File: src/rtl/sysctl_pkg.sv
package sysctl_pkg;

   localparam int unsigned DATA_W = 32;

   // register byte offsets
   localparam logic [7:0] OFS_STATUS = 8'h04;
   localparam logic [7:0] OFS_SRST   = 8'h0C;
   localparam logic [7:0] OFS_MISC   = 8'h30;
   localparam logic [7:0] OFS_CLK    = 8'h34;

   // status word field positions
   localparam int unsigned ST_XTAL_BIT  = 30;
   localparam int unsigned ST_RATIO_LSB = 18;
   localparam int unsigned ST_SPEED_LSB = 15;

   // clock-control field positions
   localparam int unsigned CK_CLKRUN_BIT = 16;
   localparam int unsigned CK_TVDIV_LSB  = 24;
   localparam int unsigned CK_TVDIV_W    = 5;
   localparam int unsigned CK_SECSEL_BIT = 29;

   // miscellaneous field position
   localparam int unsigned MS_PCIFAST_BIT = 18;

   typedef struct packed {
      logic status;
      logic srst;
      logic misc;
      logic clk;
   } sel_t;

endpackage

File: src/rtl/sysctl_decode.sv
module sysctl_decode
   import sysctl_pkg::*;
#(
   parameter int unsigned ADDR_W = 8
) (
   input  logic [ADDR_W-1:0] addr,
   output sel_t              sel
);

   always_comb begin
      sel        = '0;
      sel.status = (addr == ADDR_W'(OFS_STATUS));
      sel.srst   = (addr == ADDR_W'(OFS_SRST));
      sel.misc   = (addr == ADDR_W'(OFS_MISC));
      sel.clk    = (addr == ADDR_W'(OFS_CLK));
   end

endmodule

File: src/rtl/sysctl_srst.sv
module sysctl_srst #(
   parameter int unsigned NUM_RST   = 32,
   parameter int unsigned PULSE_LEN = 16,
   parameter int unsigned FORCE_BIT = 30
) (
   input  logic               clk,
   input  logic               rst,
   input  logic               wr,
   input  logic [NUM_RST-1:0] wbits,
   output logic [NUM_RST-1:0] active
);

   localparam int unsigned       CNT_W      = $clog2(PULSE_LEN + 1);
   localparam logic [CNT_W-1:0]  LOAD       = CNT_W'(PULSE_LEN);
   localparam logic [NUM_RST-1:0] FORCE_MSK = NUM_RST'(1) << FORCE_BIT;

   logic [NUM_RST-1:0] start;
   assign start = wr ? (wbits | FORCE_MSK) : '0;

   for (genvar g = 0; g < NUM_RST; g++) begin : g_line
      logic [CNT_W-1:0] cnt;
      always_ff @(posedge clk) begin
         if (rst)
            cnt <= '0;
         else if (start[g])
            cnt <= LOAD;
         else if (cnt != '0)
            cnt <= cnt - CNT_W'(1);
      end
      assign active[g] = (cnt != '0);
   end

endmodule

File: src/rtl/sysctl_clkreg.sv
module sysctl_clkreg
   import sysctl_pkg::*;
#(
   parameter int unsigned GATE_LO  = 1,
   parameter int unsigned GATE_HI  = 13,
   parameter int unsigned DDR_GATE = 10
) (
   input  logic                         clk,
   input  logic                         rst,
   input  logic                         wr_clk,
   input  logic                         wr_misc,
   input  logic [DATA_W-1:0]            wdata,
   output logic [DATA_W-1:0]            rd_clk,
   output logic [DATA_W-1:0]            rd_misc,
   output logic [GATE_HI-GATE_LO:0]     gate_stop,
   output logic                         clkrun,
   output logic                         secsel,
   output logic [CK_TVDIV_W-1:0]        tvdiv,
   output logic                         pcifast
);

   function automatic logic [DATA_W-1:0] clk_mask_f();
      logic [DATA_W-1:0] m;
      m = '0;
      for (int i = GATE_LO; i <= GATE_HI; i++)
         if (i != DDR_GATE) m[i] = 1'b1;
      m[CK_CLKRUN_BIT] = 1'b1;
      m[CK_SECSEL_BIT] = 1'b1;
      for (int i = 0; i < CK_TVDIV_W; i++)
         m[CK_TVDIV_LSB+i] = 1'b1;
      return m;
   endfunction

   localparam logic [DATA_W-1:0] CLK_MASK  = clk_mask_f();
   localparam logic [DATA_W-1:0] MISC_MASK = DATA_W'(1) << MS_PCIFAST_BIT;

   logic [DATA_W-1:0] clk_q;
   logic [DATA_W-1:0] misc_q;

   always_ff @(posedge clk) begin
      if (rst) begin
         clk_q  <= '0;
         misc_q <= '0;
      end else begin
         if (wr_clk)  clk_q  <= wdata & CLK_MASK;
         if (wr_misc) misc_q <= wdata & MISC_MASK;
      end
   end

   assign rd_clk    = clk_q;
   assign rd_misc   = misc_q;
   assign gate_stop = clk_q[GATE_HI:GATE_LO];
   assign clkrun    = clk_q[CK_CLKRUN_BIT];
   assign secsel    = clk_q[CK_SECSEL_BIT];
   assign tvdiv     = clk_q[CK_TVDIV_LSB +: CK_TVDIV_W];
   assign pcifast   = misc_q[MS_PCIFAST_BIT];

endmodule

File: src/rtl/sysctl_regs.sv
module sysctl_regs
   import sysctl_pkg::*;
#(
   parameter int unsigned ADDR_W        = 8,
   parameter int unsigned NUM_RST       = 32,
   parameter int unsigned PULSE_LEN     = 16,
   parameter int unsigned FORCE_RST_BIT = 30,
   parameter int unsigned GATE_LO       = 1,
   parameter int unsigned GATE_HI       = 13,
   parameter int unsigned DDR_GATE      = 10
) (
   input  logic                     clk,
   input  logic                     rst,
   input  logic                     bus_req,
   input  logic                     bus_we,
   input  logic [ADDR_W-1:0]        bus_addr,
   input  logic [31:0]              bus_wdata,
   output logic [31:0]              bus_rdata,
   output logic                     bus_ready,
   input  logic                     strap_xtal_sel,
   input  logic [2:0]               strap_ahb_speed,
   input  logic [1:0]               strap_cpu_ratio,
   output logic [NUM_RST-1:0]       periph_rst,
   output logic [GATE_HI-GATE_LO:0] leaf_run,
   output logic                     pci_clkrun_en,
   output logic                     sec_clk_full,
   output logic [4:0]               tv_half_div,
   output logic                     pci_fast
);

   localparam int unsigned NUM_GATES = GATE_HI - GATE_LO + 1;

   // elaboration-time parameter checks
   if (ADDR_W < 6)
      $error("ADDR_W must reach offset 0x34");
   if (NUM_RST < 1 || NUM_RST > DATA_W)
      $error("NUM_RST must be 1..32");
   if (FORCE_RST_BIT >= NUM_RST)
      $error("FORCE_RST_BIT must lie inside the reset lines");
   if (PULSE_LEN < 1)
      $error("PULSE_LEN must be at least 1");
   if (GATE_LO < 1 || GATE_HI < GATE_LO || GATE_HI >= CK_CLKRUN_BIT)
      $error("gate field must sit within bits 1..15");
   if (DDR_GATE <= GATE_LO || DDR_GATE > GATE_HI)
      $error("DDR_GATE must be a gate bit above GATE_LO");

   sel_t sel;
   sysctl_decode #(.ADDR_W(ADDR_W)) u_dec (
      .addr (bus_addr),
      .sel  (sel)
   );

   logic wr_any;
   assign wr_any = bus_req & bus_we;

   logic [NUM_RST-1:0] srst_active;
   sysctl_srst #(
      .NUM_RST   (NUM_RST),
      .PULSE_LEN (PULSE_LEN),
      .FORCE_BIT (FORCE_RST_BIT)
   ) u_srst (
      .clk    (clk),
      .rst    (rst),
      .wr     (wr_any & sel.srst),
      .wbits  (bus_wdata[NUM_RST-1:0]),
      .active (srst_active)
   );

   logic [DATA_W-1:0]     rd_clk, rd_misc;
   logic [NUM_GATES-1:0]  gate_stop;
   sysctl_clkreg #(
      .GATE_LO  (GATE_LO),
      .GATE_HI  (GATE_HI),
      .DDR_GATE (DDR_GATE)
   ) u_clk (
      .clk       (clk),
      .rst       (rst),
      .wr_clk    (wr_any & sel.clk),
      .wr_misc   (wr_any & sel.misc),
      .wdata     (bus_wdata),
      .rd_clk    (rd_clk),
      .rd_misc   (rd_misc),
      .gate_stop (gate_stop),
      .clkrun    (pci_clkrun_en),
      .secsel    (sec_clk_full),
      .tvdiv     (tv_half_div),
      .pcifast   (pci_fast)
   );

   // read-only status word
   logic [DATA_W-1:0] status_w;
   always_comb begin
      status_w = '0;
      status_w[ST_XTAL_BIT]       = strap_xtal_sel;
      status_w[ST_RATIO_LSB +: 2] = strap_cpu_ratio;
      status_w[ST_SPEED_LSB +: 3] = strap_ahb_speed;
   end

   logic [DATA_W-1:0] rd_val;
   always_comb begin
      unique case (1'b1)
         sel.status: rd_val = status_w;
         sel.srst:   rd_val = DATA_W'(srst_active);
         sel.misc:   rd_val = rd_misc;
         sel.clk:    rd_val = rd_clk;
         default:    rd_val = '0;
      endcase
   end

   logic [DATA_W-1:0] rdata_q;
   logic              ready_q;
   always_ff @(posedge clk) begin
      if (rst) begin
         rdata_q <= '0;
         ready_q <= 1'b0;
      end else begin
         ready_q <= bus_req;
         rdata_q <= (bus_req && !bus_we) ? rd_val : '0;
      end
   end

   assign bus_rdata  = rdata_q;
   assign bus_ready  = ready_q;
   assign periph_rst = srst_active;

   for (genvar k = 0; k < NUM_GATES; k++) begin : g_leaf
      assign leaf_run[k] = ~gate_stop[k];
   end

endmodule

File: config.mk
export PLATFORM = sky130hd
export DESIGN_NAME = sysctl_regs
export DESIGN_NICKNAME = d
export VERILOG_FILES = /design/src/rtl/sysctl_pkg.sv /design/src/rtl/sysctl_decode.sv /design/src/rtl/sysctl_srst.sv /design/src/rtl/sysctl_clkreg.sv /design/src/rtl/sysctl_regs.sv
export SDC_FILE = /design/constraint.sdc
export NUM_CORES = 1
export LEC_CHECK = 0
export ABC_AREA = 1
export BUFFER_PORTS_ARGS = -buffer_cell sky130_fd_sc_hd__buf_2
export CAP_MARGIN = 0
export CORE_ASPECT_RATIO = 1.75
export CORE_UTILIZATION = 40
export DETAILED_ROUTE_END_ITERATION = 7
export HOLD_SLACK_MARGIN = 0.02
export PLACE_DENSITY_LB_ADDON = 0.15
export SYNTH_ARGS = -nofsm -noshare
export SYNTH_HDL_FRONTEND = slang
export SYNTH_HIERARCHICAL = 1
export SYNTH_SLANG_ARGS = --single-unit
File: constraint.sdc
create_clock -name clk -period 3 [get_ports clk]
set_input_delay 0.3 -clock clk [delete_from_list [all_inputs] [get_ports clk]]
set_output_delay 0.3 -clock clk [all_outputs]
set_load 0.01 [all_outputs]
Word-level counts from Yosys, hierarchy flattened
Cells that the tools add are included.
{"block": "totals", "regBits": 213, "latchBits": 0, "ram_bits": 0, "output_inout_bits": 86, "rom_bits": 0, "in_bits": 50, "elab_cells": 286, "memories": 0}
{"block": "op_classes", "eq_ne": 4, "n_mux": 66, "div_mod_pow": 0, "add_sub_neg": 32, "multipliers": 0, "bitwise": 17, "shifts": 0, "n_lt_le_gt_ge": 0, "n_reduce_logical": 99}
{"cell": "$mux W5", "count": 64}
{"cell": "$reduce_bool A5 Y1", "count": 32}
{"cell": "$sub A5 B1 Y5 const B", "count": 32}
{"cell": "$pmux W32 S4", "count": 1}
{"cell": "$reduce_or A2 Y1", "count": 33}
{"cell": "$reduce_bool A2 Y1", "count": 32}
{"cell": "$mux W32", "count": 1}
{"cell": "$eq A8 B6 Y1 const B", "count": 2}
{"cell": "$not A1 Y1", "count": 13}
{"cell": "$eq A8 B3 Y1 const B", "count": 1}
{"cell": "$eq A8 B4 Y1 const B", "count": 1}
{"cell": "$and A1 B1 Y1", "count": 4}
{"cell": "$logic_and A1 B1 Y1", "count": 1}
{"cell": "$logic_not A1 Y1", "count": 1}

Logic depth before layout (Yosys ltp)
Gate-level depths: netlist of the first run.
{"block": "logic_depth", "word_depth": 4, "depth_mapped": 15, "ltp_nobuf": 11}

By module
Netlist of the first run, hierarchy kept.
{"module": "sysctl_srst", "cells_each": 1036, "area_per_inst_um2": 7612.3, "seq_area_each_um2": 3203.1, "instances": 1}
{"module": "sysctl_regs", "cells_each": 276, "area_per_inst_um2": 1647.8, "seq_area_each_um2": 660.6, "instances": 1}
{"module": "sysctl_clkreg", "cells_each": 193, "area_per_inst_um2": 1320.0, "seq_area_each_um2": 400.4, "instances": 1}
{"module": "sysctl_decode", "cells_each": 19, "area_per_inst_um2": 73.8, "seq_area_each_um2": 0.0, "instances": 1}

Worst setup path after synthesis of the first run
Ideal clock, no wire load.
{"block": "synth_timing", "path_type": "input-to-reg", "from": "in bus_addr[7]", "to": "reg u_srst.g_line[16].cnt[2]", "t_required_ns": 2.884, "stages": 14, "slack_ns": 1.284, "n_path_buf": 4, "setup_time_ns": 0.116, "arrival_ns": 1.600, "cell_sequence": "nor2_1 nand2_1 nor2_1 buf_2 buf_2 inv_1 nor2_1 buf_6 buf_6 nand2_2 nand2_1 inv_2 nand2_2 nor2_1"}
{"element": "from (decl)", "line": "sysctl_regs.sv:16", "source": "input logic [ADDR_W-1:0] bus_addr,"}
{"element": "to (signal assigned)", "line": "sysctl_srst.sv:28", "source": "cnt <= cnt - CNT_W'(1);"}
{"element": "to (decl)", "line": "sysctl_srst.sv:21", "source": "logic [CNT_W-1:0] cnt;"}

Worst setup path in the final report of the first run
{"block": "layout_timing", "from": "reg u_srst.g_line[28].cnt[0]", "to": "out periph_rst[28]"}
{"block": "layout_via", "elab_chain_len": 1}
{"element": "from (decl)", "line": "sysctl_srst.sv:21"}
{"element": "from (signal assigned)", "line": "sysctl_srst.sv:28"}
{"element": "$reduce_bool A5 Y1", "line": "sysctl_srst.sv:30", "source": "assign active[g] = (cnt != '0);"}
{"element": "to (decl)", "line": "sysctl_regs.sv:23", "source": "output logic [NUM_RST-1:0] periph_rst,"}
Every way passes these cells.

==> run metrics, run 1 <==
Max IR drop VDD around 580 uV; max incr delay on CP just over 0.3 ns; Tot GR Track Use 17.92%; Avg Cell Area, Syn about 7 um2; R2R Path End bus_rdata[28]$_SDFF_PP0_; clock slew at reported path FFs 0.06 ns; RR Startpoint u_srst/g_line[28].cnt[0]$_SDFFE_PP0P_; CTS tree yes; failing checks design-rule violations; hold path depth 3; crit path capture type output pin; Startpoint Class register; Port Buf Inserts 133; crit-path cells inv_1 > ha_1 > nand3_1 > buf_2; Netlist cell types 22; yosys warns 6; initial antenna violation count 1; CTS Buffer Depth 3; synthesized-area fraction occupied by adder cells 3.758%; number of flops mapped to enable cells by yosys 0; worst slew pin tran 0.9512 ns; RSZ-0062 raised after global routing false; final cycle utilization of the critical path 66.00%; critical path class reg2out; Leak 5.798 nW; CP required 2.70 ns; hold_ws roughly 0.053 ns; TritonCTS buffer count 22; first-pass GRT wire length 39,580 um; largest net degree at the start of global routing 33; Synth Area in XOR/XNOR between 2 and 3%; clk_lat worst skew between 0.5 and 0.6 ns; Post-CTS Setup Repair Bufs 0; CP bufs+invs 2; Util after Layout 46.12%; Hold Vio Cnt, Final 0; GRT overflow 0; r2r setup slk 1.60 ns; hpwl dp 16,940 um; Hold Path Class in2reg; clock sink total 213; I/O pin count between 100 and 150; placed cell count around 1.9k; Final Max Slew Viols 0; arrival time at the worst endpoint 1.68 ns; clk root buf clkbuf_16; Final Setup Violations 0; 1st-iter DRT viols 390; Final Wtd Congestion 0.7572; register area share after synthesis 40.02%; Post-Synth Simple-Gate Area 34.21%; die area 27,320 um2; #FFs+latches synth 213; Post-Synthesis Cells 1,524; vias in the first global route 8,616; mean routed wirelength per cell between 10 and 15 um; Max Clk Rate 505.1 MHz; number of max-cap violations 0; count of antenna-violating nets left after detailed routing 0; Initial Util 40.89%; slew margin rel. 36.52%; Die Ht between 200 and 250 um; CP delay by family, top buffers and inverters; core region area 26,060 um2; nets@finish approximately 1.7k; Vias/cell 4.591; synthesized area 10,650 um2; via count 9,062; final setup margin 1.020 ns; Synth Area in Compound Gates 5.520%; DRT Wirelength 23,970 um; status finished, violations left; main combinational cell family by area after synthesis simple AND/OR/NAND/NOR gates; P&R area growth vs syn 12.80%; clk_skew about 0.01 ns; Site Rows 78; Most used DFF post-synth dfxtp_1; drc violations 12; first-pass detailed-route iteration total 7; Critical Path Fanout Max 6; mux contribution to synthesized area 0%; Final min period 1.980 ns; crit path max-delay cell type dfxtp_1; post-CTS sizing 0; Die X 125.4 um; most frequent cells in the layout nand2_1 (468), dfxtp_1 (213), nor2_1 (207); async set-reset flop share out of synthesis 0%; Final Non-Filler Cells 1,974; dpl ws 0.7573 ns; Setup TNS 0 ns; commonest non-fill, non-tap cell in the layout nand2_1; endpoint with the worst hold slack u_srst/g_line[19].cnt[4]$_SDFFE_PP0P_; Cell Pwr Density between 1000 and 1500 nW/um2; H-tree depth 1; hold path start bus_wdata[19]; Reg2Reg Depth 7; CTS Hold Bufs 0; share of cells above drive strength 1 roughly 18%
==> worst max path at each step <==
stage                     cells past startpoint                                   from                                     to
after detailed placement                     12                            bus_addr[7]  u_srst/g_line[27].cnt[2]$_SDFFE_PP0P_
after global placement                       12                            bus_addr[7]  u_srst/g_line[27].cnt[2]$_SDFFE_PP0P_
after global routing                          4  u_srst/g_line[16].cnt[0]$_SDFFE_PP0P_                         periph_rst[16]
after floorplan                              14                            bus_addr[7]  u_srst/g_line[16].cnt[2]$_SDFFE_PP0P_
final                                         4  u_srst/g_line[28].cnt[0]$_SDFFE_PP0P_                         periph_rst[28]
after CTS                                     4  u_srst/g_line[30].cnt[0]$_SDFFE_PP0P_                         periph_rst[30]
==> cell families after synthesis <==
logic type               Yosys count
flip-flops                       213
other                              1
AND/OR/NAND/NOR                  857
buffers and inverters            294
adder cells (fa/ha/maj)           32
XOR/XNOR                          32
AO/OA/AOI/OAI                     95
==> metrics by stage <==
step | area, um2 | power, mW
4_1_cts | 12020 | 13.11
6_report | 12020 | 12.90
3_3_place_gp | 11280 | 10.11
3_5_place_dp | 11280 | 10.24
2_1_floorplan | 10820 | 8.891
5_1_grt | 12020 | 14.14
==> area by class of cell <==
type | count | area [um2]
diodes | 1 | 2.502
clock buffers | 36 | 684.4
clock inverters | 4 | 47.55
fillers | 2750 | 14040
inverters | 198 | 748.2
multi-input cells | 1061 | 5120
flip-flops and latches | 213 | 4264
well taps | 320 | 400.4
repair buffers | 141 | 750.7
==> synth_stat cells, types with 13 or more instances <==
library cell	instances	area share (%)
dfxtp_1	213	40
a21oi_2	30	2.5
nor2_2	15	0.88
nand2_2	38	2.2
nand3_1	58	2.7
nand3b_1	31	2.2
buf_4	65	4.6
ha_1	32	3.8
nor2_1	212	7.5
nand2_1	468	16
xnor2_1	32	2.6
nand4_1	32	1.9
inv_2	29	1.0
inv_1	168	5.9
buf_2	18	0.85
buf_6	13	1.4
a21oi_1	65	3.1
==> power by group <==
group	switching (mW)	total [mW]	internal, mW
Sequential	0.619	4.32	3.70
Clock	1.15	2.79	1.64
Combinational	3.51	5.79	2.28
Total	5.28	12.9	7.62
==> registers in the layout, indices dropped and copies added, names as in the netlist <==
register,count
u_srst/g_line.cnt,160
bus_rdata,32
u_clk/rd_clk,19
bus_ready,1
u_clk/rd_misc,1
==> worst min-delay path, stage by stage <==
cell     delay [ns]
buf_2          0.10
nand2_2        0.06
a21oi_1        0.05
==> metal layers <==
| metal | share of wire, % | wire (um) | global-route usage (%) |
|---|---|---|---|
| met5 | 0 | 0 | 0 |
| met4 | 3.2 | 760 | 7.073 |
| met3 | 5.0 | 1196 | 3.116 |
| met2 | 51 | 12340 | 34.75 |
| met1 | 40 | 9675 | 18.91 |
Note: power is estimated with default switching activity, not from simulation.
==> run 2: changes to the inputs <==
==> constraint.sdc (replaced) <==
create_clock -name clk -period 1.7 [get_ports clk]
set_input_delay 0.17 -clock clk [delete_from_list [all_inputs] [get_ports clk]]
set_output_delay 0.17 -clock clk [all_outputs]
set_load 0.01 [all_outputs]
==> run metrics, run 2 (synthesized netlist as in run 1, its figures left out) <==
mean routed wirelength per cell 12.30 um (+1.3%); crit-path cells inv_2 > ha_4 > nand3_2 > buf_2; clk_lat worst skew 0.53 ns (+0.02 ns); fillers 2,634 (-4.2%); GRT overflow 0 (unchanged); critical path class reg2out; clk_skew 0.02021 ns (+0.01043 ns); die area 27,320 um2 (unchanged); I/O pin count 136 (unchanged); antenna fix cells 0 (-1); Reg2Reg Depth 7 (unchanged); Port Buf Inserts 133 (unchanged); R2R Path End bus_rdata[5]$_SDFF_PP0_; H-tree depth 1 (unchanged); TritonCTS buffer count 23 (+4.5%); Final Wtd Congestion 0.7926 (+4.7%); largest net degree at the start of global routing 33 (unchanged); Die X 125.4 um (unchanged); Max IR drop VDD 854.4 uV (+47%); count of antenna-violating nets left after detailed routing 0 (unchanged); crit path max-delay cell type dfxtp_1; CP startpoint u_srst/g_line[21].cnt[0]$_SDFFE_PP0P_; max reg flops 160 (unchanged); core region area 26,060 um2 (unchanged); crit path capture periph_rst[21]; Final min period around 1.6 ns; worst slew pin tran 0.5030 ns (-0.4482 ns); CP required 1.53 ns (-1.17 ns); slew margin rel. 66.47% (+30 points); Startpoint Class register; Tot GR Track Use 18.73% (+0.81 points); CTS Buffer Depth 3 (unchanged); status finished, violations left; Final Max Slew Viols 0 (unchanged); DRT Wirelength 25,000 um (+4.3%); number of max-cap violations 0 (unchanged); Leak 6.212 nW (+7.1%); Site Rows 78 (unchanged); Most flops, register u_srst/g_line.cnt; final cycle utilization of the critical path 95.87%; crit path capture type output pin; commonest non-fill, non-tap cell in the layout nand2_1; Max Clk Rate approximately 610 MHz; P&R area growth vs syn 25.00%; clock slew at reported path FFs 0.07 ns (about the same); share of cells above drive strength 1 23.83% (+6.0 points); Cell Pwr Density 1909 nW/um2 (+78%); hpwl dp 17,550 um (+3.6%); arrival time at the worst endpoint 1.46 ns (-0.22 ns); max incr delay on CP 0.32 ns (about the same); total power 25.43 mW (+97%); most frequent cells in the layout nand2_1 (468), dfxtp_1 (213), nor2_1 (199); drc violations 12 (unchanged); failing checks design-rule violations; 1st-iter DRT viols 298 (-24%); Final Setup Violations 0 (unchanged); Hold Vio Cnt, Final 0 (unchanged); RR Startpoint u_srst/g_line[5].cnt[0]$_SDFFE_PP0P_; first-pass GRT wire length 41,480 um (+4.8%); Critical Path Fanout Max 6 (unchanged); clock sink total 213 (unchanged); Hold Path Class in2reg; Die Ht 217.9 um (unchanged); clk root buf clkbuf_16; Initial Util 40.89% (unchanged); initial antenna violation count 0 (-1); vias in the first global route 9,185 (+6.6%); nets@finish 1,777 (+3.4%); r2r setup slk 0.54 ns (-1.06 ns); Util after Layout 51.11% (+5.0 points); Vias/cell 4.600 (+0.21%); first-pass detailed-route iteration total 7 (unchanged); CTS tree yes; via count 9,348 (+3.2%)
run 2: changes by cell type in the layout (fill, tap and decap cells not counted), moves of 2 or more:
cell | previous run | this run
buf_4 | 6 | 26
ha_1 | 32 | 0
dlygate4sd3_1 | 0 | 39
inv_1 | 168 | 148
nor2_2 | 15 | 23
ha_4 | 0 | 31
inv_2 | 29 | 49
nor2_1 | 207 | 199
nand3_4 | 0 | 22
nand3_1 | 58 | 27
nand3_2 | 1 | 10
clkbuf_1 | 7 | 5
run 2: layout make-up:
class | instances | area [um2] | area share [%]
multi-input cells | 1061 | 5851 | 43.93
inverters | 198 | 748.2 | 5.618
repair buffers | 198 | 1266 | 9.508
flip-flops and latches | 213 | 4264 | 32.02
clock inverters | 7 | 97.59 | 0.7328
clock buffers | 35 | 690.7 | 5.186
well taps | 320 | 400.4 | 3.006
run 2: worst min path at each step:
stage | from | end | slack [ns] | cells after the start
after floorplan | rst | bus_ready$_SDFF_PP0_ | 0.25 | 1
after global placement | u_srst/g_line[3].cnt[4]$_SDFFE_PP0P_ | u_srst/g_line[3].cnt[4]$_SDFFE_PP0P_ | 0.45 | 2
after detailed placement | bus_wdata[23] | u_srst/g_line[23].cnt[4]$_SDFFE_PP0P_ | 0.45 | 3
after CTS | bus_we | bus_rdata[13]$_SDFF_PP0_ | 0.08 | 5
after global routing | bus_we | bus_rdata[9]$_SDFF_PP0_ | 0.12 | 5
final | bus_we | bus_rdata[13]$_SDFF_PP0_ | 0.1 | 5
run 2: through the flow:
stage | std cells | setup slack [ns] | instance area, um2 | setup TNS (ns) | hold slack, ns
floorplan | 1568 | 0.1143 | 10820 | 0 | 0.2541
global placement | 1951 | -0.04234 | 11410 | -0.1057 | 0.4484
global route | 2032 | -0.003280 | 13320 | -0.003280 | 0.1151
finish | 2032 | 0.07016 | 13320 | 0 | 0.09690
CTS | 2032 | 0.001759 | 13080 | 0 | 0.07806
detailed placement | 1951 | -0.04701 | 11410 | -0.1701 | 0.4497
run 2: timing repair:
item	4_1_cts	5_1_grt
resized for setup	100	45
setup buffers	0	0
hold buffers	39	0
setup endpoints to repair	32	30
pin swaps	0	0
hold endpoints to repair	91	0
run 2: routing by layer:
metal / track usage, % / vias to the layer above / wire length, um
li1: - / 4908 / -
met1: 19.56 / 4239 / 10090
met2: 37.06 / 148 / 13020
met3: 2.601 / 53 / 1122
met4: 7.398 / 0 / 773
met5: 0 / - / 0
run 2: where the power goes:
group / internal (mW) / switching [mW]
combinational: 5.35 / 7.13
clock: 3.12 / 2.12
sequential: 6.54 / 1.17
total: 15.0 / 10.4
run 2: critical path, delay by kind of cell, from the launching register on:
kind	cells	cell delay (ns)
AND/OR/NAND/NOR	1	0.14
buffers and inverters	2	0.28
flip-flops	1	0.32
adder cells (fa/ha/maj)	1	0.18
==> run 3: changes to the inputs <==
--- a/config.mk
+++ b/config.mk
@@ -6,13 +6,15 @@
 export NUM_CORES = 1
 export LEC_CHECK = 0
 export ABC_AREA = 1
-export BUFFER_PORTS_ARGS = -buffer_cell sky130_fd_sc_hd__buf_2
 export CAP_MARGIN = 0
+export CELL_PAD_IN_SITES_DETAIL_PLACEMENT = 0
+export CELL_PAD_IN_SITES_GLOBAL_PLACEMENT = 1
 export CORE_ASPECT_RATIO = 1.75
 export CORE_UTILIZATION = 40
 export DETAILED_ROUTE_END_ITERATION = 7
+export DONT_BUFFER_PORTS = 1
 export HOLD_SLACK_MARGIN = 0.02
-export PLACE_DENSITY_LB_ADDON = 0.15
+export PLACE_DENSITY_LB_ADDON = 0.25
 export SYNTH_ARGS = -nofsm -noshare
 export SYNTH_HDL_FRONTEND = slang
 export SYNTH_HIERARCHICAL = 1
==> run metrics, run 3 (synthesized netlist as in run 1, its figures left out) <==
status finished, violations left; failing checks design-rule violations; Vias/cell 4.627 (+0.57%); Critical Path Stages 4 (unchanged); DRT Wirelength 24,970 um (-0.14%); core region area 26,060 um2 (unchanged); Leak 5.814 nW (-6.4%); H-tree depth 1 (unchanged); via count 8,934 (-4.4%); Port Buf Inserts 0 (-100%); final setup margin 0.07515 ns (+0.004994 ns); Max IR drop VDD 1012 uV (+18%); Reg2Reg Depth 6 (-1); CTS Buffer Depth 3 (unchanged); crit-path cells inv_1 > ha_1 > nand3_1 > buf_6; clock sink total 213 (unchanged); first-pass GRT wire length 40,270 um (-2.9%); number of max-cap violations 0 (unchanged); final cycle utilization of the critical path 95.58% (-0.29 points); Util after Layout 48.19% (-2.9 points); part of the power in registers 31.9% (+1.6 points); most frequent cells in the layout nand2_1 (468), dfxtp_1 (213), nor2_1 (206); CTS tree yes; share of cells above drive strength 1 13.92% (-9.9 points); Post-CTS Setup Repair Bufs 0 (unchanged); GRT overflow 0 (unchanged); Die X 125.4 um (unchanged); Final min period 1.625 ns (-0.004994 ns); die area 27,320 um2 (unchanged); Tot GR Track Use 18.34% (-0.39 points); Final Wtd Congestion 0.7394 (-6.7%); clk_lat worst skew 0.51 ns (-0.02 ns); crit path capture type output pin; clock slew at reported path FFs 0.06 ns (about the same); drc violations 24 (+12); Final Max Slew Viols 0 (unchanged); vias in the first global route 8,700 (-5.3%); mean routed wirelength per cell 12.93 um (+5.1%); nets@finish 1,675 (-5.7%); Max Clk Rate 615.4 MHz (+0.31%); critical path class reg2out; Clk pwr share 22.4% (+1.8 points); commonest non-fill, non-tap cell in the layout nand2_1; max incr delay on CP 0.34 ns (+0.02 ns); largest net degree at the start of global routing 37 (+12%); Most flops, register u_srst/g_line.cnt; Net Sw Frac 40.31% (-0.67 points); crit path max-delay cell type dfxtp_1; Site Rows 78 (unchanged); 1st-iter DRT viols 294 (-1.3%); Hold Path Class in2reg; Internal Power 14.30 mW (-4.7%); P&R area growth vs syn 17.85%; TritonCTS buffer count 23 (unchanged); CP bufs+invs 2 (unchanged); dpl ws 0.1532 ns (+0.2002 ns); sw power 9.662 mW (-7.3%); clk root buf clkbuf_16; Cell Pwr Density 1909 nW/um2 (about the same); CP delay by family, top flip-flops; arrival time at the worst endpoint 1.45 ns (about the same); first-pass detailed-route iteration total 8 (+1); Critical Path Fanout Max 5 (-1); count of antenna-violating nets left after detailed routing 0 (unchanged); hold path depth 3 (-2); I/O pin count 136 (unchanged); CP required 1.53 ns (about the same); Startpoint Class register; Final Setup Violations 0 (unchanged); Die Ht 217.9 um (unchanged); clk_skew 0.008000 ns (-0.01221 ns); Initial Util 40.89% (unchanged); hpwl dp 17,280 um (-1.5%); initial antenna violation count 1 (+1); Hold Vio Cnt, Final 0 (unchanged); Comb pwr share 45.7% (-3.4 points); max reg flops 160 (unchanged)
-- run 3: cell types whose count changed in the layout (fill, tap and decap cells not counted), sizes merged --
cell         previous run  this run
clkinvlp                1         0
clkinv                  2         1
bufinv                  2         4
diode                   0         2
inv                   200       198
buf                   159        29
clkbuf                 35        36
dlygate4sd3            39        67
-- run 3: tightest hold or removal path: stages --
cell,delay [ns]
inv_1,0.18
nand2_1,0.13
nor2_1,0.03
-- run 3: power groups by stage --
stage               logic, mW  registers [mW]  clock network (mW)
floorplan                8.22            7.47                   0
global placement         10.1            7.68                   0
detailed placement       10.3            7.72                   0
CTS                      10.6            7.63                5.54
global route             12.6            7.85                5.74
finish                   11.0            7.65                5.36
-- run 3: through the flow --
step | total power [mW] | instance area, um2 | setup TNS [ns] | std cells | hold WS [ns]
global route | 26.16 | 12550 | -0.006916 | 1930 | 0.05123
CTS | 23.75 | 12350 | 0 | 1929 | 0.02613
global placement | 17.76 | 10790 | 0 | 1820 | 0.2462
detailed placement | 17.98 | 10790 | 0 | 1820 | 0.2466
finish | 23.97 | 12560 | 0 | 1931 | 0.04613
floorplan | 15.69 | 10820 | 0 | 1568 | 0.2541
-- run 3: metal layers --
layer  vias to the layer above  part of all wire, %  track usage [%]
met5                         -                    0                0
li1                       4704                    -                -
met1                      4069                   39            18.45
met3                        31                  5.0            3.705
met4                         0                  2.1            6.016
met2                       130                   54            36.83
-- run 3: final timing paths --
kind | start | to | slack (ns)
setup / recovery | u_srst/g_line[5].cnt[0]$_SDFFE_PP0P_ | periph_rst[5] | 0.08
hold / removal | rst | u_clk/rd_clk[27]$_SDFFE_PP0P_ | 0.05
setup reg to reg | u_srst/g_line[8].cnt[0]$_SDFFE_PP0P_ | u_srst/g_line[8].cnt[4]$_SDFFE_PP0P_ | 0.11
hold reg to reg | u_srst/g_line[27].cnt[4]$_SDFFE_PP0P_ | u_srst/g_line[27].cnt[4]$_SDFFE_PP0P_ | 0.46
-- run 3: cell type report --
| cell class | instances | area [um2] |
|---|---|---|
| Fill cell | 2687 | 13500 |
| Multi-Input combinational cell | 1061 | 5373 |
| Sequential cell | 213 | 4264 |
| Timing Repair Buffer | 96 | 965.9 |
| Inverter | 198 | 748.2 |
| Clock buffer | 36 | 674.4 |
| Tap cell | 320 | 400.4 |
| Clock inverter | 5 | 125.1 |
| Antenna cell | 2 | 5.005 |
-- run 3: repair_timing --
action                                  CTS  global route
endpoints found under the setup margin    7            29
resized for setup                        14            41
hold endpoints to repair                209             0
hold buffers                             68             0
